## config.mk

```make
export PLATFORM = sky130hd
export DESIGN_NAME = lwt_ctrl
export DESIGN_NICKNAME = d
export VERILOG_FILES = /design/src/rtl/lwt_pkg.sv /design/src/rtl/lwt_irq_eval.sv /design/src/rtl/lwt_dur_cnt.sv /design/src/rtl/lwt_fsm.sv /design/src/rtl/lwt_ctrl.sv
export SDC_FILE = /design/constraint.sdc
export NUM_CORES = 1
export LEC_CHECK = 0
export BUFFER_PORTS_ARGS = -buffer_cell sky130_fd_sc_hd__buf_4
export CORE_MARGIN = 2
export CORE_UTILIZATION = 48
export CTS_BUF_LIST = sky130_fd_sc_hd__clkbuf_8
export DETAILED_ROUTE_END_ITERATION = 8
export GPL_TIMING_DRIVEN = 1
export PLACE_DENSITY_LB_ADDON = 0.1
export REMOVE_ABC_BUFFERS = 1
export SLEW_MARGIN = 20
export SYNTH_ARGS = -nofsm -noshare
export SYNTH_HDL_FRONTEND = slang
export SYNTH_SLANG_ARGS = --single-unit
```

## constraint.sdc

```tcl
create_clock -name clk -period 0.8 [get_ports clk]
set_input_delay 0.12 -clock clk [delete_from_list [all_inputs] [get_ports clk]]
set_output_delay 0.12 -clock clk [all_outputs]
set_load 0.05 [all_outputs]
```

## src/rtl/lwt_pkg.sv

```systemverilog
package lwt_pkg;

  typedef enum logic [1:0] {
    ST_IDLE    = 2'b00,
    ST_WRITING = 2'b01,
    ST_DONE    = 2'b10
  } lwt_state_e;

  typedef enum logic [1:0] {
    ACT_NORMAL = 2'b00,
    ACT_NEXT   = 2'b01,
    ACT_VEC_HI = 2'b10,
    ACT_VEC_LO = 2'b11
  } lwt_action_e;

endpackage

```

## src/rtl/lwt_irq_eval.sv

```systemverilog
module lwt_irq_eval
  import lwt_pkg::*;
#(
  parameter int NUM_SRC = 8
) (
  input  logic [NUM_SRC-1:0] flag_i,
  input  logic [NUM_SRC-1:0] en_i,
  input  logic [NUM_SRC-1:0] hipri_i,
  input  logic               glb_hi_en_i,
  input  logic               glb_lo_en_i,
  output logic               pending_o,
  output lwt_action_e        action_o
);

  logic [NUM_SRC-1:0] live_hi;
  logic [NUM_SRC-1:0] live_lo;
  logic               any_hi;
  logic               any_lo;

  // Per-source qualification: a source counts only when enabled and flagged.
  for (genvar g = 0; g < NUM_SRC; g++) begin : g_src
    assign live_hi[g] = flag_i[g] & en_i[g] &  hipri_i[g];
    assign live_lo[g] = flag_i[g] & en_i[g] & ~hipri_i[g];
  end

  assign any_hi    = |live_hi;
  assign any_lo    = |live_lo;
  assign pending_o = any_hi | any_lo;

  // Global enables and priority select only the resume path.
  always_comb begin
    if (any_hi && glb_hi_en_i) begin
      action_o = ACT_VEC_HI;
    end else if (any_lo && glb_hi_en_i && glb_lo_en_i) begin
      action_o = ACT_VEC_LO;
    end else begin
      action_o = ACT_NEXT;
    end
  end

endmodule

```

## src/rtl/lwt_dur_cnt.sv

```systemverilog
module lwt_dur_cnt #(
  parameter int CNT_W        = 16,
  parameter int WRITE_CYCLES = 40000
) (
  input  logic clk,
  input  logic rst_n,
  input  logic run_i,
  output logic terminal_o
);

  localparam logic [CNT_W-1:0] CNT_LAST = CNT_W'(WRITE_CYCLES - 1);

  logic [CNT_W-1:0] cnt_q;
  logic [CNT_W-1:0] cnt_d;
  logic             cnt_en;

  always_comb begin
    cnt_d  = run_i ? cnt_q + 1'b1 : '0;
    cnt_en = run_i || (cnt_q != '0);
  end

  always_ff @(posedge clk or negedge rst_n) begin
    if (!rst_n) begin
      cnt_q <= '0;
    end else if (cnt_en) begin
      cnt_q <= cnt_d;
    end
  end

  assign terminal_o = run_i && (cnt_q == CNT_LAST);

endmodule

```

## src/rtl/lwt_fsm.sv

```systemverilog
module lwt_fsm
  import lwt_pkg::*;
(
  input  logic        clk,
  input  logic        rst_n,
  input  logic        start_i,
  input  logic        terminal_i,
  input  logic        abort_i,
  input  lwt_action_e abort_action_i,
  output lwt_state_e  state_o,
  output logic        aborted_o,
  output lwt_action_e action_o
);

  lwt_state_e  state_q, state_d;
  lwt_action_e act_q, act_d;
  logic        abt_q, abt_d;

  always_comb begin
    state_d = state_q;
    act_d   = ACT_NORMAL;
    abt_d   = 1'b0;
    unique case (state_q)
      ST_IDLE: begin
        if (start_i) state_d = ST_WRITING;
      end
      ST_WRITING: begin
        if (abort_i) begin
          state_d = ST_DONE;
          act_d   = abort_action_i;
          abt_d   = 1'b1;
        end else if (terminal_i) begin
          state_d = ST_DONE;
        end
      end
      ST_DONE: begin
        state_d = ST_IDLE;
      end
      default: begin
        state_d = ST_IDLE;
      end
    endcase
  end

  always_ff @(posedge clk or negedge rst_n) begin
    if (!rst_n) begin
      state_q <= ST_IDLE;
      act_q   <= ACT_NORMAL;
      abt_q   <= 1'b0;
    end else begin
      state_q <= state_d;
      act_q   <= act_d;
      abt_q   <= abt_d;
    end
  end

  assign state_o   = state_q;
  assign aborted_o = abt_q;
  assign action_o  = act_q;

endmodule

```

## src/rtl/lwt_ctrl.sv

```systemverilog
module lwt_ctrl
  import lwt_pkg::*;
#(
  parameter int NUM_SRC      = 8,
  parameter int CNT_W        = 16,
  parameter int WRITE_CYCLES = 40000
) (
  input  logic               clk,
  input  logic               rst_n,
  input  logic               start_i,
  input  logic [NUM_SRC-1:0] irq_flag_i,
  input  logic [NUM_SRC-1:0] irq_en_i,
  input  logic [NUM_SRC-1:0] irq_hipri_i,
  input  logic               glb_hi_en_i,
  input  logic               glb_lo_en_i,
  output logic               busy_o,
  output logic               done_o,
  output logic               aborted_o,
  output logic [1:0]         action_o
);

  logic [1:0]  rst_pipe_q;
  logic        rst_core_n;
  logic        writing;
  logic        terminal;
  logic        pending;
  lwt_action_e irq_action;
  lwt_action_e fsm_action;
  lwt_state_e  state;
  logic        fsm_aborted;

  // Reset asserts at once, deasserts after two clock edges.
  always_ff @(posedge clk or negedge rst_n) begin
    if (!rst_n) begin
      rst_pipe_q <= 2'b00;
    end else begin
      rst_pipe_q <= {rst_pipe_q[0], 1'b1};
    end
  end
  assign rst_core_n = rst_pipe_q[1];

  lwt_irq_eval #(.NUM_SRC(NUM_SRC)) u_eval (
    .flag_i      (irq_flag_i),
    .en_i        (irq_en_i),
    .hipri_i     (irq_hipri_i),
    .glb_hi_en_i (glb_hi_en_i),
    .glb_lo_en_i (glb_lo_en_i),
    .pending_o   (pending),
    .action_o    (irq_action)
  );

  lwt_dur_cnt #(.CNT_W(CNT_W), .WRITE_CYCLES(WRITE_CYCLES)) u_cnt (
    .clk        (clk),
    .rst_n      (rst_core_n),
    .run_i      (writing),
    .terminal_o (terminal)
  );

  lwt_fsm u_fsm (
    .clk            (clk),
    .rst_n          (rst_core_n),
    .start_i        (start_i),
    .terminal_i     (terminal),
    .abort_i        (pending),
    .abort_action_i (irq_action),
    .state_o        (state),
    .aborted_o      (fsm_aborted),
    .action_o       (fsm_action)
  );

  assign writing   = (state == ST_WRITING);
  assign busy_o    = writing;
  assign done_o    = (state == ST_DONE);
  assign aborted_o = fsm_aborted;
  assign action_o  = fsm_action;

endmodule

```

==> metrics.txt, run 1 <==
status finished, violations left; failing checks setup timing; register area share after synthesis 48.27%; via count 1,429; Req. time, crit path 0.96 ns; Die Height 53.84 um; full die area 2899 um2; I/O pin cnt 34; worst hold path class input pin to flip-flop; number of buffers and inverters on the critical path 0; fin nets 242; Synth top cells by count 23 x dfrtp_1, 16 x nor2_1, 13 x nand3_1; CP Cell Sequence ha_4, and4_4, nand2_4, or4_4, a32o_1; Mapped Cells 125; RSZ-0062 raised after global routing yes; WL/cell 20.60 um; Worst Slack Setup Final -0.9297 ns; total gr overflow 0; port bufs 33; reg2reg start u_cnt.cnt_q[0]; Synth Flop Type dfrtp_1; largest net degree at the start of global routing 22; Sink Count 23; post-synth top area share 48.27%; site row count 18; Die X 53.84 um; drc violations 0; post-synthesis average cell area 9.539 um2; Hold Crit Endpoint u_fsm.action_o[1]; Netlist cell types 31; Worst Skew 0.005890 ns; fin util 93.15%; first-pass GRT wire length 5837 um; Area Overhead vs Synth 88.25%; number of diodes 0; slowest stage delay, CP 0.44 ns; R2R cell count 5; Reg2Reg Setup Slack -0.93 ns; worst path arrival time 1.89 ns; Synth area leaders dfrtp_1 48%, xor2_1 8.1%, nand3_1 5.5%, nor2_1 5.0%, nand3b_1 3.8%; TritonCTS clock tree yes; Hold Startpoint glb_hi_en_i; CP delay by family, top simple AND/OR/NAND/NOR gates; leakage 1.051 nW; post-synth top area cell dfrtp_1; Root Buffer clkbuf_8; setup TNS -14.03 ns; WHS Path Cells 3; effective utilization at floorplan 49.48%; PD cells 1773 nW/um2; Cell Area, Synth 1192 um2; initial drt markers 57; yosys warns 0; H-tree depth 1; routed wire length 4945 um; period utilization 216.2%; Peak VDD IR 0.002199 V; critical path's slowest cell dfrtp_1; clk buf depth 2; GRT Total Usage 29.18%; Num CTS Buffers 3; final setup fails 26; initial antenna violation count 0; Core ar. 2410 um2; Max Cap Violations 0; vias in the first global route 1,298; top-count cell post-synth dfrtp_1; remaining antenna violation count 0; Hold Vio Cnt, Final 0; Post-synth EDFFs 0; Clock Pin Slew Worst Setup and Hold Paths 0.09 ns; later-pin clock latency in the skew report 0.27 ns; first-pass detailed-route iteration total 4; Max Slew Vio Count 0; startpoint types flip-flop; minimum clock period 1.730 ns; r2r endpoint u_fsm.state_o[0]; critical path class flip-flop to flip-flop; share of layout cells above drive strength 1 56.67%; #FFs+latches synth 23; Fmax 0.5781 GHz; DR vias/cell 5.954; HPWL Detailed 2384 um; Final GP Congestion 0.7730; CP max FO 2; filler cell count 81; ys async rst share 100.0%; Worst setup EP type flip-flop
==> timing repair <==
action                                 in CTS  in global routing
setup endpoints to repair                  26                 26
endpoints found under the hold margin       2                  0
buffers inserted                           10                 14
hold buffers                                1                  0
pin swaps                                  28                 33
resized for setup                          52                 23
cloned                                      1                  1
==> logic make-up (layout without fill, tap and decap cells) <==
family,Yosys count,in the layout,synth area share (%)
other cells,1,1,0.3145
simple gates,69,69,31.38
compound gates,13,13,6.926
fa+ha+maj,2,2,2.098
xor+xnor,12,12,8.814
buf+inv,5,90,2.203
flops,23,23,48.27
==> cells in the final DEF (no fill, tap or decap), drive strengths merged <==
| master | count |
|---|---|
| a21oi | 4 |
| nor2 | 16 |
| and2 | 1 |
| dlygate4sd3 | 1 |
| a32o | 1 |
| dfrtp | 23 |
| nor4b | 1 |
| nor2b | 1 |
| xor2 | 11 |
| inv | 3 |
| xnor2 | 1 |
| o31ai | 2 |
| nor4 | 2 |
| clkbuf | 4 |
| o21ai | 4 |
| nand4 | 7 |
| ha | 2 |
| and4 | 3 |
| and3 | 1 |
| o2111ai | 2 |
| nor3b | 1 |
| nand2 | 11 |
| conb | 1 |
| nand2b | 1 |
| nor3 | 2 |
| nand3b | 6 |
| buf | 81 |
| clkinvlp | 1 |
| or4 | 1 |
| nand3 | 13 |
| or3 | 2 |
==> layout make-up <==
class,count,area (um2),area share (%)
flip-flops and latches,23,575.6,25.64
multi-input cells,97,789.5,35.17
repair buffers,83,782.0,34.84
clock buffers,3,41.29,1.839
inverters,3,11.26,0.5017
well taps,30,37.54,1.672
clock inverters,1,7.507,0.3344
==> metal layers <==
metal / track usage (%) / up-vias / part of all wire, %
met3: 6.667 / 34 / 7.1
met2: 55.69 / 94 / 52
met5: 0 / - / 0
met1: 31.63 / 685 / 34
met4: 8.120 / 0 / 6.0
li1: - / 616 / -
==> tightest hold or removal path: cells and delay by family <==
| kind | cells | cell delay, ns |
|---|---|---|
| buffers and inverters | 1 | 0.12 |
| AO/OA/AOI/OAI | 1 | 0.03 |
| AND/OR/NAND/NOR | 1 | 0.06 |
==> power breakdown <==
group	internal (mW)	switching, mW
sequential	1.26	0.101
combinational	0.985	0.877
clock	0.353	0.405
total	2.60	1.38
==> metrics by stage <==
step	instances	setup slack (ns)	hold WS [ns]	instance area [um2]	total power, mW
CTS	231	-0.8644	0.07231	2061	3.584
global placement	219	-0.9239	-0.09828	1723	2.342
global route	240	-0.9618	0.09202	2245	4.117
finish	240	-0.9297	0.08932	2245	3.981
detailed placement	219	-0.9669	-0.09647	1723	2.385
floorplan	123	-0.9568	-0.1756	1177	1.857
==> flip-flops by register name, summed over array words and instances (netlist names) <==
signal	flops
rst_pipe_q	2
u_cnt.cnt_q	16
u_fsm.aborted_o	1
u_fsm.state_o	2
u_fsm.action_o	2
==> worst max path at each step <==
stage	from	cells after the start	endpoint
after floorplan	u_cnt.cnt_q[0]	5	u_fsm.state_o[0]
after global placement	u_cnt.cnt_q[0]	5	u_fsm.state_o[0]
after detailed placement	u_cnt.cnt_q[0]	5	u_fsm.state_o[0]
after CTS	u_cnt.cnt_q[9]	4	u_fsm.state_o[0]
after global routing	u_cnt.cnt_q[14]	4	u_fsm.state_o[0]
final	u_cnt.cnt_q[0]	5	u_fsm.state_o[0]
Power figures use the tool's default switching activity.
==> run 2, diff against run 1 <==
--- a/config.mk
+++ b/config.mk
@@ -6,6 +6,7 @@
 export NUM_CORES = 1
 export LEC_CHECK = 0
 export BUFFER_PORTS_ARGS = -buffer_cell sky130_fd_sc_hd__buf_4
+export CORE_ASPECT_RATIO = 1.2
 export CORE_MARGIN = 2
 export CORE_UTILIZATION = 48
 export CTS_BUF_LIST = sky130_fd_sc_hd__clkbuf_8
==> metrics.txt, run 2 <==
H-tree depth 1 (unchanged); Error Message [ERROR GRT-0232] Routing congestion too high. Check the congestion heatmap in the GUI.; Worst-path end type sequential cell input; status stopped before the end (was finished, violations left); post-synth top area cell dfrtp_1 (unchanged); HPWL Detailed 2382 um (was 2384 um); Final GP Congestion 0.8447 (was 0.7730); Num CTS Buffers 3 (unchanged); largest net degree at the start of global routing 22; top-count cell post-synth dfrtp_1 (unchanged); Die Height 58.60 um (was 53.84 um); Mapped Cells 125 (unchanged); Synth top cells by count 23 x dfrtp_1, 16 x nor2_1, 13 x nand3_1 (unchanged); Die X 49.50 um (was 53.84 um); effective utilization at floorplan 51.18% (was 49.48%); Synth area leaders dfrtp_1 48%, xor2_1 8.1%, nand3_1 5.5%, nor2_1 5.0%, nand3b_1 3.8% (unchanged); yosys warns 0 (unchanged); Post-synth EDFFs 0 (unchanged); ys async rst share 100.0% (unchanged); post-synthesis average cell area 9.539 um2 (unchanged); Cell Area, Synth 1192 um2 (unchanged); clk buf depth 2 (unchanged); Root Buffer clkbuf_8 (unchanged); GRT worst endpoint u_fsm.state_o[0]$_DFFE_PN0P_/D; site row count 19 (was 18); Synth Flop Type dfrtp_1 (unchanged); port bufs 33 (unchanged); register area share after synthesis 48.27% (unchanged); #FFs+latches synth 23 (unchanged); GRT Total Usage 68.71%; total gr overflow 56; Netlist cell types 31 (unchanged); post-synth top area share 48.27% (unchanged); Sink Count 23 (unchanged); failing step global routing (5_1_grt); I/O pin cnt 34 (unchanged)
run 2: repair_timing:
action | 4_1_cts
hold endpoints to repair | 2
pin swaps | 27
resized for setup | 50
gates cloned | 1
endpoints found under the setup margin | 26
buffers inserted | 12
hold buffers | 1
run 2: cells by family after synthesis:
| logic type | after synthesis | share of synthesized area (%) |
|---|---|---|
| AND/OR/NAND/NOR | 69 | 31.38 |
| AO/OA/AOI/OAI | 13 | 6.926 |
| flip-flops | 23 | 48.27 |
| adder cells (fa/ha/maj) | 2 | 2.098 |
| buffers and inverters | 5 | 2.203 |
| other | 1 | 0.3145 |
| XOR/XNOR | 12 | 8.814 |
run 2: routing by layer:
layer | overflow | track usage (%)
met1 | 0 | 65.66
met2 | 34 | 97.68
met3 | 0 | 34.77
met4 | 22 | 84.13
met5 | 0 | 0
run 2: per-stage QoR:
stage / instance area (um2) / cells / setup slack, ns
global placement: 1724 / 220 / -0.8841
floorplan: 1177 / 123 / -0.9568
CTS: 2067 / 235 / -0.8614
detailed placement: 1724 / 220 / -0.9618
==> run 3, diff against run 2 <==
--- a/config.mk
+++ b/config.mk
@@ -6,13 +6,11 @@
 export NUM_CORES = 1
 export LEC_CHECK = 0
 export BUFFER_PORTS_ARGS = -buffer_cell sky130_fd_sc_hd__buf_4
-export CORE_ASPECT_RATIO = 1.2
-export CORE_MARGIN = 2
-export CORE_UTILIZATION = 48
-export CTS_BUF_LIST = sky130_fd_sc_hd__clkbuf_8
+export CORE_AREA = 2 2 63 65
 export DETAILED_ROUTE_END_ITERATION = 8
+export DIE_AREA = 0 0 65 67
 export GPL_TIMING_DRIVEN = 1
-export PLACE_DENSITY_LB_ADDON = 0.1
+export PLACE_DENSITY_LB_ADDON = 0.15
 export REMOVE_ABC_BUFFERS = 1
 export SLEW_MARGIN = 20
 export SYNTH_ARGS = -nofsm -noshare
==> constraint.sdc (replaced) <==
create_clock -name clk -period 1.05 [get_ports clk]
set_input_delay 0.1575 -clock clk [delete_from_list [all_inputs] [get_ports clk]]
set_output_delay 0.1575 -clock clk [all_outputs]
set_load 0.05 [all_outputs]
==> metrics.txt, run 3 (synthesized netlist as in run 1, its figures left out) <==
drc violations 0; WL/cell 13.16 um; Hold Slack 0.1207 ns; leakage 0.9960 nW; share of layout cells above drive strength 1 52.88%; I/O pin cnt 34 (unchanged); TritonCTS clock tree yes; total gr overflow 0; minimum clock period 1.698 ns; filler cell count 313; Root Buffer clkbuf_8 (unchanged); port bufs 33 (unchanged); Placed Cells 238 (was 220); CP max FO 2; Top reg by flops u_cnt.cnt_q; Design Power 2.722 mW; Worst Slack Setup Final -0.6478 ns; GRT Total Usage 16.62%; failing checks setup timing; Largest register FFs 16; site row count 22 (was 19); Worst setup EP type flip-flop; remaining antenna violation count 0; PD cells 1293 nW/um2; H-tree depth 1 (unchanged); commonest non-fill, non-tap cell in the layout buf_4; RSZ-0062 raised after global routing yes; initial antenna violation count 0; Core ar. 3606 um2; via count 1,257; routed wire length 3368 um; worst path arrival time 1.84 ns; status finished, violations left (was stopped before the end); Area Overhead vs Synth 76.50%; Hold Vio Cnt, Final 0; Worst Skew 0.003861 ns; Peak VDD IR 0.0004591 V; first-pass detailed-route iteration total 4; period utilization 161.7%; Max Slew Vio Count 0; DR vias/cell 4.910; Num CTS Buffers 3 (unchanged); largest net degree at the start of global routing 22; initial drt markers 46; number of diodes 0; Clock Pin Slew Worst Setup and Hold Paths 0.08 ns; Fmax 0.5890 GHz; startpoint types flip-flop; Req. time, crit path 1.20 ns; clk buf depth 2 (unchanged); Final GP Congestion 0.8015 (was 0.8447); fin nets 240; Sink Count 23 (unchanged); vias in the first global route 1,280; setup TNS -6.846 ns; commonest non-fill, non-tap cells in the layout 61 x buf_4, 23 x dfrtp_1, 18 x buf_6; final setup fails 18; Max Cap Violations 0; critical path class flip-flop to flip-flop; fin util 58.36%; full die area 4355 um2; later-pin clock latency in the skew report 0.26 ns; HPWL Detailed 2355 um (was 2382 um); first-pass GRT wire length 5547 um; Die Height 67 um (was 58.60 um); worst hold path class input pin to flip-flop; fin cells 256; effective utilization at floorplan 33.07% (was 51.18%); Die X 65 um (was 49.50 um)
==> run 3: critical path: stages, from the launching register on <==
cell     delay [ns]
dfrtp_1        0.36
ha_2           0.18
and4_4         0.23
nand2_4        0.05
or4_4          0.52
a32o_1         0.23
==> run 3: final timing paths <==
| kind | start | end | slack, ns | depth (start not counted) |
|---|---|---|---|---|
| setup / recovery | u_cnt.cnt_q[1] | u_fsm.state_o[0] | -0.65 | 5 |
| hold / removal | glb_hi_en_i | u_fsm.action_o[1] | 0.12 | 3 |
| setup reg to reg | u_cnt.cnt_q[1] | u_fsm.state_o[0] | -0.65 | 5 |
| hold reg to reg | rst_pipe_q[1] | u_cnt.cnt_q[2] | 0.21 | 1 |
| max in group asynchronous | rst_pipe_q[1] | u_cnt.cnt_q[15] | 0.63 | 1 |
| min in group asynchronous | rst_pipe_q[1] | u_cnt.cnt_q[2] | 0.21 | 1 |
==> run 3: per-stage QoR <==
step	setup slack, ns	area (um2)
2_1_floorplan	-0.7068	1177
3_3_place_gp	-0.6393	1740
3_5_place_dp	-0.6687	1740
4_1_cts	-0.6258	2006
5_1_grt	-0.7044	2105
6_report	-0.6478	2105
==> run 3: routing by layer <==
metal | share of wire [%] | routed length [um] | global-route usage [%] | vias to the layer above
met5 | 0 | 0 | 0 | -
met4 | 1.7 | 57 | 6.649 | 0
met3 | 2.7 | 90 | 1.858 | 4
met2 | 58 | 1942 | 32.86 | 23
met1 | 38 | 1278 | 17.76 | 617
li1 | - | - | - | 613
==> run 3: final cells by class <==
cell class	count	area, um2	share of cell area (%)
Inverter	3	18.77	0.8918
Clock buffer	4	45.04	2.140
Tap cell	48	60.06	2.854
Multi-Input combinational cell	97	719.4	34.19
Sequential cell	23	575.6	27.35
Timing Repair Buffer	81	685.7	32.58
==> run 3: report_power, final <==
group	internal [mW]	switching (mW)	leakage, nW
clock network	0.270	0.260	0.0228
logic	0.612	0.579	0.662
registers	0.958	0.0426	0.311
total	1.84	0.881	0.996
==> run 3: what timing repair did <==
| action | CTS | global route |
|---|---|---|
| gates cloned | 0 | 0 |
| hold buffers | 1 | 0 |
| gates resized for setup | 35 | 18 |
| endpoints found under the setup margin | 19 | 22 |
| hold endpoints to repair | 2 | 0 |
| pin swaps | 24 | 22 |
| setup buffers | 10 | 5 |
